`src/rtl/mfc_pkg.sv`:
```
package mfc_pkg;

  // Strobes handed from control to datapath every cycle.
  typedef struct packed {
    logic sampleStb;   // capture both indicators at the end of this cycle
    logic clearAll;    // zero counters, flag and capture state
    logic runActive;   // running and not clearing: count elapsed time
  } mfcCtrl_t;

endpackage

```
`src/rtl/mfc_ctrl.sv`:
```
module mfc_ctrl #(
  parameter int DLY_W = 8
) (
  input  logic              clk,
  input  logic              rstN,
  input  logic              refClkIn,
  input  logic              runEn,
  input  logic              clrReq,
  input  logic [DLY_W-1:0]  delayCfg,
  output mfc_pkg::mfcCtrl_t ctrl
);

  localparam logic [DLY_W-1:0] LAST_TICK = DLY_W'(1);

  logic             refReg;
  logic             refPrev;
  logic             refRise;
  logic [DLY_W-1:0] dlyCnt;
  logic             dlyIdle;
  logic             loadNow;

  // Reference input registered, then edge-detected against its delayed copy.
  always_ff @(posedge clk or negedge rstN) begin
    if (!rstN) begin
      refReg  <= 1'b0;
      refPrev <= 1'b0;
    end else begin
      refReg  <= refClkIn;
      refPrev <= refReg;
    end
  end

  assign refRise = refReg & ~refPrev;
  assign dlyIdle = (dlyCnt == '0);
  assign loadNow = refRise & dlyIdle & runEn & ~clrReq & (delayCfg != '0);

  // Countdown: loaded with delayCfg, strobe fires while it holds 1.
  always_ff @(posedge clk or negedge rstN) begin
    if (!rstN) begin
      dlyCnt <= '0;
    end else if (clrReq || !runEn) begin
      dlyCnt <= '0;
    end else if (loadNow) begin
      dlyCnt <= delayCfg;
    end else if (!dlyIdle) begin
      dlyCnt <= dlyCnt - DLY_W'(1);
    end
  end

  always_comb begin
    ctrl.sampleStb = runEn & ~clrReq & (dlyCnt == LAST_TICK);
    ctrl.clearAll  = clrReq;
    ctrl.runActive = runEn & ~clrReq;
  end

endmodule

```
`src/rtl/mfc_satcounter.sv`:
```
module mfc_satcounter #(
  parameter int W = 32
) (
  input  logic         clk,
  input  logic         rstN,
  input  logic         clr,
  input  logic         inc,
  output logic [W-1:0] value,
  output logic         satHit
);

  localparam logic [W-1:0] MAX_VAL = '1;

  logic atMax;

  assign atMax  = (value == MAX_VAL);
  assign satHit = inc & atMax & ~clr;

  always_ff @(posedge clk or negedge rstN) begin
    if (!rstN) begin
      value <= '0;
    end else if (clr) begin
      value <= '0;
    end else if (inc && !atMax) begin
      value <= value + W'(1);
    end
  end

endmodule

```
`src/rtl/mfc_datapath.sv`:
```
module mfc_datapath #(
  parameter int CNT_W = 32
) (
  input  logic              clk,
  input  logic              rstN,
  input  mfc_pkg::mfcCtrl_t ctrl,
  input  logic              hiInd,
  input  logic              loInd,
  output logic              failPulse,
  output logic [CNT_W-1:0]  failCount,
  output logic [CNT_W-1:0]  elapsedCount,
  output logic              overflowFlag
);

  localparam int N_CNT = 2;

  logic             hiCap;
  logic             loCap;
  logic             capValid;
  logic [N_CNT-1:0] incVec;
  logic [N_CNT-1:0] satVec;
  logic [CNT_W-1:0] cntArr [N_CNT];

  // Indicators are only ever touched on the strobe edge.
  always_ff @(posedge clk or negedge rstN) begin
    if (!rstN) begin
      hiCap <= 1'b0;
      loCap <= 1'b0;
    end else if (ctrl.sampleStb) begin
      hiCap <= hiInd;
      loCap <= loInd;
    end
  end

  always_ff @(posedge clk or negedge rstN) begin
    if (!rstN) begin
      capValid <= 1'b0;
    end else begin
      capValid <= ctrl.sampleStb & ~ctrl.clearAll;
    end
  end

  assign failPulse = capValid & (hiCap ^ loCap);

  // Index 0 counts failures, index 1 counts running cycles.
  assign incVec = {ctrl.runActive, failPulse};

  for (genvar g = 0; g < N_CNT; g++) begin : g_cnt
    mfc_satcounter #(.W(CNT_W)) cnt_i (
      .clk    (clk),
      .rstN   (rstN),
      .clr    (ctrl.clearAll),
      .inc    (incVec[g]),
      .value  (cntArr[g]),
      .satHit (satVec[g])
    );
  end

  assign failCount    = cntArr[0];
  assign elapsedCount = cntArr[1];

  always_ff @(posedge clk or negedge rstN) begin
    if (!rstN) begin
      overflowFlag <= 1'b0;
    end else if (ctrl.clearAll) begin
      overflowFlag <= 1'b0;
    end else if (|satVec) begin
      overflowFlag <= 1'b1;
    end
  end

endmodule

```
`src/rtl/metastab_fail_counter.sv`:
```
module metastab_fail_counter #(
  parameter int CNT_W = 32,
  parameter int DLY_W = 8
) (
  input  logic             clk,
  input  logic             rstN,
  input  logic             refClkIn,
  input  logic             hiInd,
  input  logic             loInd,
  input  logic             runEn,
  input  logic             clrReq,
  input  logic [DLY_W-1:0] delayCfg,
  output logic             failPulse,
  output logic [CNT_W-1:0] failCount,
  output logic [CNT_W-1:0] elapsedCount,
  output logic             overflowFlag
);

  mfc_pkg::mfcCtrl_t ctrl;

  mfc_ctrl #(.DLY_W(DLY_W)) ctrl_i (
    .clk      (clk),
    .rstN     (rstN),
    .refClkIn (refClkIn),
    .runEn    (runEn),
    .clrReq   (clrReq),
    .delayCfg (delayCfg),
    .ctrl     (ctrl)
  );

  mfc_datapath #(.CNT_W(CNT_W)) dp_i (
    .clk          (clk),
    .rstN         (rstN),
    .ctrl         (ctrl),
    .hiInd        (hiInd),
    .loInd        (loInd),
    .failPulse    (failPulse),
    .failCount    (failCount),
    .elapsedCount (elapsedCount),
    .overflowFlag (overflowFlag)
  );

endmodule

```
`config.mk`:
```
export PLATFORM = sky130hd
export DESIGN_NAME = metastab_fail_counter
export DESIGN_NICKNAME = d
export VERILOG_FILES = /design/src/rtl/mfc_pkg.sv /design/src/rtl/mfc_ctrl.sv /design/src/rtl/mfc_satcounter.sv /design/src/rtl/mfc_datapath.sv /design/src/rtl/metastab_fail_counter.sv
export SDC_FILE = /design/constraint.sdc
export NUM_CORES = 1
export LEC_CHECK = 0
export BUFFER_PORTS_ARGS = -buffer_cell sky130_fd_sc_hd__buf_2
export CAP_MARGIN = 20
export CELL_PAD_IN_SITES_DETAIL_PLACEMENT = 0
export CELL_PAD_IN_SITES_GLOBAL_PLACEMENT = 2
export CORE_MARGIN = 4
export CORE_UTILIZATION = 34
export CTS_CLUSTER_SIZE = 30
export DETAILED_ROUTE_END_ITERATION = 10
export PLACE_DENSITY_LB_ADDON = 0.1
export SLEW_MARGIN = 20
export SYNTH_ARGS = -nofsm -noshare
export SYNTH_HDL_FRONTEND = slang
export SYNTH_HIERARCHICAL = 1
export SYNTH_SLANG_ARGS = --single-unit
export TNS_END_PERCENT = 10
```
`constraint.sdc`:
```
create_clock -name clk -period 2.6 [get_ports clk]
set_clock_uncertainty 0.1 [all_clocks]
set_input_delay 0.52 -clock clk [delete_from_list [all_inputs] [get_ports clk]]
set_output_delay 0.52 -clock clk [all_outputs]
set_load 0.02 [all_outputs]
```
After elaboration in Yosys (flattened, before gate mapping)
Index checks and enable logic that the tools add are counted.
- bits in registers: 78
- bits of input ports: 15
- output and inout port bits: 66
- logic and storage cells: 53
- add/sub/neg operators: 3
- equality and inequality tests: 4
- mux-type cells: 9
- bitwise gates (word level): 16
- reductions and logical operators: 12
- operators by type and width (kind ; number):
    $mux 32 ; 4
    $add 32x1->32 const B ; 2
    $eq 32x32->1 const B ; 2
    $mux 8 ; 3
    $and 1x1->1 ; 13
    $eq 8x1->1 const B ; 1
    $logic_not 8->1 ; 1
    $reduce_bool 8->1 ; 1
    $sub 8x1->8 const B ; 1
    $reduce_bool 2->1 ; 3
    $logic_not 1->1 ; 3
    $ne 3x3->1 const B ; 1
    $logic_and 1x1->1 ; 2
    $mux 1 ; 2
    $not 1->1 ; 2
    $reduce_or 2->1 ; 1
    $logic_or 1x1->1 ; 1
    $xor 1x1->1 ; 1

Logic depth before layout (Yosys ltp)
Gate-level depths: netlist of run 1.
- word-level depth: 8
- mapped depth: 8
- mapped depth without buffers: 7

Hierarchy
Netlist of run 1, hierarchy kept.
- modules (own cells, without submodules) (module ; times used ; cells an instance ; area an instance (µm²) ; sequential area each (µm²)):
    mfc_satcounter ; 2 ; 201 ; 1834.3 ; 800.8
    mfc_ctrl ; 1 ; 61 ; 613.1 ; 250.2
    mfc_datapath ; 1 ; 11 ; 152.6 ; 100.1

Worst setup path before layout of run 1
OpenSTA, ideal clock, no wires.
- kind: register to register
- from: register dp_i.g_cnt[0].cnt_i.value[0]
- to: register dp_i.g_cnt[0].cnt_i.value[1]
- setup time: 0.132 ns
- data arrival time: 2.132 ns
- data required time: 2.368 ns
- slack: 0.236 ns
- cell stages (with the launch flop): 9
- path buffers: 2
- period minus slack after synthesis: 2.364 ns
- cells stage by stage: dfrtp_1 ha_1 nand4_1 or4_4 o21ai_4 buf_6 buf_6 mux2i_1 nor2_1
- cells in the longest elaborated chain, start to end: 4
- elaborated cells between the ends (all ways): 7
- classes of those cells: add/sub: 1; eq/ne: 1; mux: 2; reduce/logical: 3
- ends and longest elaborated chain (element ; line ; text):
    from (decl) ; mfc_satcounter.sv:8 ; output logic [W-1:0] value,
    from (signal assigned) ; mfc_satcounter.sv:25 ; value <= value + W'(1);
    branches (longest 4 deep; another with $add 32x1->32) ; n/a ;
Several ways; the timed one is not identified. The select of a mux whose other input is x is not followed.
A chain may end at the register's enable or synchronous reset.

Worst setup path in the final report of run 1
- from: register dp_i.g_cnt[0].cnt_i.value[1]
- to: register dp_i.g_cnt[0].cnt_i.value[11]
Same word-level chain as after synthesis.

==> reports/results.txt, run 1 <==
Status = finished clean
Clk_lat worst skew = 340 ps
Synthesized flop and latch total = 78
I/O pin cnt = 81
Post-placement setup slack = 223 ps
Pin count of the biggest net entering global routing = 75
Synth top area cells = dfrtp_1 (44%), or4_1 (4.7%), a21oi_1 (4.3%)
Final max-slew violation count = 0
Core area = 12,700 sq um
Vias per inst = 5.44
Slew @ Worst Pin = 829 ps
Cts repair resizes = 0
Htree depth = 3
Final hold violations = 0
Clk root buf = clkbuf_16
Initial Utilization = 0.350
Die ar. = 14,900 sq um
IO Port Bufs = 80
Ys flop type = dfrtp_1
CTS tree = yes
Ys async rst share = 1.00
WL final = 12.3 mm
Vias in the first global route = 3,977
HP Class = input pin to async pin
Clock power frac = 0.389
Post-CTS Hold Buffers = 0
Synth unique cells = 49
Synth top area share = 0.440
Clk sinks = 78
Syn_area_per_cell = 9.35 sq um
# DRC = 0
DR iter-0 viols = 224
Arrival time at the worst endpoint = 2460 ps
Routability cong. = 0.790
Clock Pin Slew Worst Setup and Hold Paths = 60 ps
Net Switching = 0.000866 W
Seq/Total Area, Yosys = 0.440
Syn-to-layout area delta = 21.1%
Height of the die = 122 um
Int Pwr = 0.00225 W
Area leader, netlist = dfrtp_1
Period minus WS final = 2370 ps
Switch share = 0.278
TNS Setup = 0 ps
Max-cap violations = 0
Die Width = 122 um
Share of cells above drive strength 1 = 0.239
GRT overflow = 0
First-pass GRT wire length = 20.2 mm
Tcrit/Tclk final = 0.913
GRT Overall Usage = 0.171
Post-Synthesis Cell Area = 4430 sq um
Initial antenna violation count = 0
Post-route ant nets = 0
FMAX = 421 MHz
Reg power frac = 0.435
Critical path's largest stage delay = 570 ps
RSZ-0062 raised after global routing = no
Most frequent cells in the layout = buf_2 (79), dfrtp_1 (78), a21oi_1 (38)
Maximum VDD drop = 0.337 mV
Deepest clock path buffer count = 2
Worst Slack Setup Final = 226 ps
Routed len/inst = 16.7 um
Nets = 583
WP data required = 2680 ps
Cells after synthesis = 474
Commonest non-fill, non-tap cell in the layout = buf_2
Highest-delay cell along the critical path = or4_4
Row count = 41
Post-synth EDFFs = 0
Final setup violation count = 0
Total number of vias = 4,022
DRT Pass-1 Iters = 4
Slew Limit Headroom = 0.447
Crit. End Element = register
Leakage = 2.29 nW
CTS buffer count = 9
DP HPWL = 8.61 mm
Kind of critical path = register to register
Combinational power share = 0.176
Worst Setup Start Kind = register
Pwr dens = 580 nW/um^2
Final core occ = 0.424
Crit Path Max Fanout = 11
Post-CTS Setup Bufs = 0
ANT cells = 0
Yosys warns = 6
Cells along the critical path = ha_1 > nand4_1 > or4_4 > o21ai_4 > buf_4 > or4_1 > a21oi_1
Syn nets = 494
[sequential cells by signal, summed over array words and instances (netlist names)]
register                count
ctrl_i/dlyCnt               8
ctrl_i/refReg               1
dp_i/overflowFlag           1
ctrl_i/refPrev              1
dp_i/loCap                  1
dp_i/capValid               1
dp_i/g_cnt.cnt_i/value     64
dp_i/hiCap                  1
[cell usage after synthesis (8+ instances only)]
| library cell | n |
|---|---|
| or3_1 | 16 |
| nor3_1 | 10 |
| xnor2_1 | 12 |
| nor2_1 | 36 |
| o21ai_1 | 12 |
| a21oi_1 | 38 |
| clkbuf_1 | 13 |
| o21ai_0 | 8 |
| dfrtp_1 | 78 |
| nor4_1 | 9 |
| nand4_1 | 24 |
| inv_1 | 9 |
| nand2_1 | 37 |
| or4_1 | 28 |
| nor2b_1 | 8 |
| nand3_1 | 27 |
| o31ai_1 | 24 |
| xor2_1 | 12 |
| and3_1 | 8 |
[final timing paths]
| kind | depth (start not counted) | to | slack, ps | from |
|---|---|---|---|---|
| max in group asynchronous | 2 | dp_i/g_cnt[1].cnt_i/value[8] | 1720 | rstN |
| min | 1 | dp_i/g_cnt[0].cnt_i/value[9] | 60 | rstN |
| max | 7 | dp_i/g_cnt[0].cnt_i/value[11] | 230 | dp_i/g_cnt[0].cnt_i/value[1] |
| min reg2reg | 0 | ctrl_i/refPrev | 300 | ctrl_i/refReg |
| max reg2reg | 7 | dp_i/g_cnt[0].cnt_i/value[11] | 230 | dp_i/g_cnt[0].cnt_i/value[1] |
| min in group clk | 1 | ctrl_i/refReg | 190 | refClkIn |
[worst max-delay path, delay by kind of cell (launching register included)]
kind	cells	cell delay [ps]
AO/OA/AOI/OAI	2	360
adder cells (fa/ha/maj)	1	250
buffers and inverters	1	230
flip-flops	1	450
AND/OR/NAND/NOR	3	820
[stage by stage]
step           hold WS [ps]  cells  total power, W  instance area, sq um
6_report               60.3    740         0.00311                  5370
5_1_grt                95.3    740         0.00329                  5370
4_1_cts                75.1    740         0.00317                  5370
3_5_place_dp            295    724         0.00193                  5090
3_3_place_gp            287    724         0.00192                  5090
2_1_floorplan           124    474         0.00178                  4430
[power groups by stage]
stage,registers (W),clock network [W],logic [W]
after global routing,0.00136,0.00130,0.000631
after detailed placement,0.00138,0,0.000551
final,0.00136,0.00121,0.000547
after floorplan,0.00136,0,0.000413
after CTS,0.00136,0.00126,0.000555
after global placement,0.00137,0,0.000551
[routing by layer]
layer | wire [um] | vias to the layer above | GRT usage
met2 | 5850 | 78 | 0.279
met1 | 5770 | 1955 | 0.222
li1 | - | 1975 | -
met4 | 175 | 0 | 0.0476
met3 | 537 | 14 | 0.0506
met5 | 0 | - | 0
[logic make-up after synthesis]
family | count (synthesis) | share of synthesized area
buf+inv | 29 | 0.0327
simple gates | 236 | 0.314
flops | 78 | 0.440
mux | 7 | 0.0172
compound gates | 95 | 0.134
xor+xnor | 24 | 0.0474
fa+ha+maj | 5 | 0.0141
[layout make-up]
| cell class | instances | area (sq um) |
|---|---|---|
| fill | 1300 | 7300 |
| multi-input combinational | 367 | 2340 |
| inverter | 9 | 33.8 |
| timing repair buffer | 98 | 551 |
| clock buffer | 16 | 282 |
| sequential | 78 | 1950 |
| tap | 172 | 215 |
Power figures use the tool's default switching activity.
==> inputs of run 2 (changes only) <==
- CORE_MARGIN: 4 -> not set
- SLEW_MARGIN: 20 -> 5
==> reports/results.txt, run 2 (synthesized netlist as in run 1, its figures left out) <==
Status = finished clean
Nets = 580 (-0.51%)
Fillers = 1,325 (+1.9%)
Pwr dens = 591 nW/um^2 (+1.9%)
Syn-to-layout area delta = 21.7%
Cells along the critical path = ha_1 > nand4_1 > or4_4 > o21ai_4 > buf_12 > mux2i_1 > nor2_1
WL final = 11.8 mm (-4.5%)
Die ar. = 13,500 sq um (-9.6%)
# DRC = 0 (unchanged)
Clock Pin Slew Worst Setup and Hold Paths = 60 ps (about the same)
Post-route ant nets = 0 (unchanged)
Initial Utilization = 0.350 (unchanged)
FMAX = 433 MHz (+2.7%)
Cts repair resizes = 0 (unchanged)
Post-CTS Setup Bufs = 0 (unchanged)
Period minus WS final = 2310 ps (-61.7 ps)
Clk sinks = 78 (unchanged)
Worst path buffer plus inverter count = 1 (unchanged)
CTS buffer count = 9 (unchanged)
Non-Filler Instances = 737 (-0.41%)
Clk_lat worst skew = 350 ps (about the same)
Htree depth = 3 (unchanged)
Crit Path Max Fanout = 26 (+15)
Core area = 12,700 sq um (unchanged)
Max-cap violations = 0 (unchanged)
Deepest clock path buffer count = 2 (unchanged)
Kind of critical path = register to register
GRT overflow = 0 (unchanged)
Placed insts = 721 (-0.41%)
Leakage = 2.30 nW (+0.48%)
Post-CTS Hold Buffers = 0 (unchanged)
GRT Overall Usage = 0.187 (+0.0154)
DP HPWL = 8.16 mm (-5.3%)
WP data required = 2700 ps (+20 ps)
Vias in the first global route = 3,686 (-7.3%)
Critical path's largest stage delay = 570 ps (about the same)
Routability cong. = 0.786 (-0.44%)
Arrival time at the worst endpoint = 2410 ps (-50 ps)
Final setup violation count = 0 (unchanged)
Routed len/inst = 16.0 um (-4.1%)
Share of cells above drive strength 1 = 0.242 (+0.00304)
Slew Limit Headroom = 0.459 (+0.0117)
Pin count of the biggest net entering global routing = 75 (unchanged)
Top reg by flops = dp_i/g_cnt.cnt_i/value
Crit Reg-Reg Endpoint = dp_i/g_cnt[0].cnt_i/value[1]
Most frequent cells in the layout = buf_2 (79), dfrtp_1 (78), a21oi_1 (38)
R2r startpoint = dp_i/g_cnt[0].cnt_i/value[0]
Final hold violations = 0 (unchanged)
Highest-delay cell along the critical path = or4_4
HP Class = input pin to async pin
Max FFs per register = 64 (unchanged)
First-pass GRT wire length = 19.3 mm (-4.2%)
Top flop regs = dp_i/g_cnt.cnt_i/value x64, ctrl_i/dlyCnt x8
Vias per inst = 5.48 (+0.83%)
Slew @ Worst Pin = 812 ps (-17.6 ps)
Worst Setup Start Kind = register
DR iter-0 viols = 244 (+8.9%)
Maximum VDD drop = 0.337 mV (-0.13%)
Total number of vias = 4,039 (+0.42%)
Clk root buf = clkbuf_16
I/O pin cnt = 81 (unchanged)
ANT cells = 0 (unchanged)
R2R cell count = 7 (unchanged)
Die Width = 116 um (-4.9%)
CTS tree = yes
Row count = 41 (unchanged)
Final max-slew violation count = 0 (unchanged)
Initial antenna violation count = 0 (unchanged)
Crit. End Element = register
RSZ-0062 raised after global routing = no
DRT Pass-1 Iters = 6 (+2)
Height of the die = 116 um (-4.9%)
TNS Setup = 0 ps (unchanged)
IO Port Bufs = 80 (unchanged)
Tcrit/Tclk final = 0.889 (-0.0237)
Commonest non-fill, non-tap cell in the layout = buf_2
CP delay by family, top = simple AND/OR/NAND/NOR gates
Slack of the worst reg-to-reg path = 290 ps (+60 ps)
==> run 2: cell types whose count changed in the layout (fill, tap and decap cells not counted) <==
cell and change:
clkinv_2 +1, clkbuf_1 -4, buf_12 +2, clkinvlp_4 +1, buf_4 -5, clkbuf_8 +2
==> run 2: per-layer routing <==
layer  vias up  share of wire  wire length, um  GRT usage
met1      1994           0.48             5640      0.248
li1       1972              -                -          -
met4         0          0.017              195     0.0769
met2        58           0.47             5530      0.300
met5         -              0                0          0
met3        15          0.035              416     0.0348
==> run 2: layout make-up <==
class	count	area, sq um	share of cell area
multi-input combinational	367	2340	0.433
sequential	78	1950	0.362
timing repair buffer	95	553	0.102
clock buffer	14	294	0.0545
tap	172	215	0.0399
inverter	9	33.8	0.00626
clock inverter	2	12.5	0.00232
==> run 2: worst max path at each step <==
stage,cells past startpoint,from,end
after detailed placement,7,clrReq,dp_i/g_cnt[1].cnt_i/value[30]
after CTS,7,dp_i/g_cnt[0].cnt_i/value[0],dp_i/g_cnt[0].cnt_i/value[1]
after global placement,7,clrReq,dp_i/g_cnt[1].cnt_i/value[30]
final,7,dp_i/g_cnt[0].cnt_i/value[0],dp_i/g_cnt[0].cnt_i/value[1]
after floorplan,8,dp_i/g_cnt[0].cnt_i/value[0],dp_i/g_cnt[0].cnt_i/value[1]
after global routing,7,dp_i/g_cnt[0].cnt_i/value[0],dp_i/g_cnt[0].cnt_i/value[1]
==> run 2: per-stage QoR <==
stage	hold WS, ps	setup slack, ps	util	total power (W)	area, sq um
2_1_floorplan	124	236	-	0.00178	4430
3_3_place_gp	286	218	0.402	0.00193	5090
3_5_place_dp	288	210	0.402	0.00192	5090
4_1_cts	123	287	0.426	0.00325	5400
5_1_grt	149	123	0.426	0.00337	5400
6_report	97.0	288	0.426	0.00319	5400
==> run 2: where the power goes <==
part           switching (W)  internal (W)  leakage, nW
clock               0.000519      0.000776        0.151
sequential         0.0000784       0.00128         1.08
combinational       0.000296      0.000241         1.07
total               0.000893       0.00230         2.30
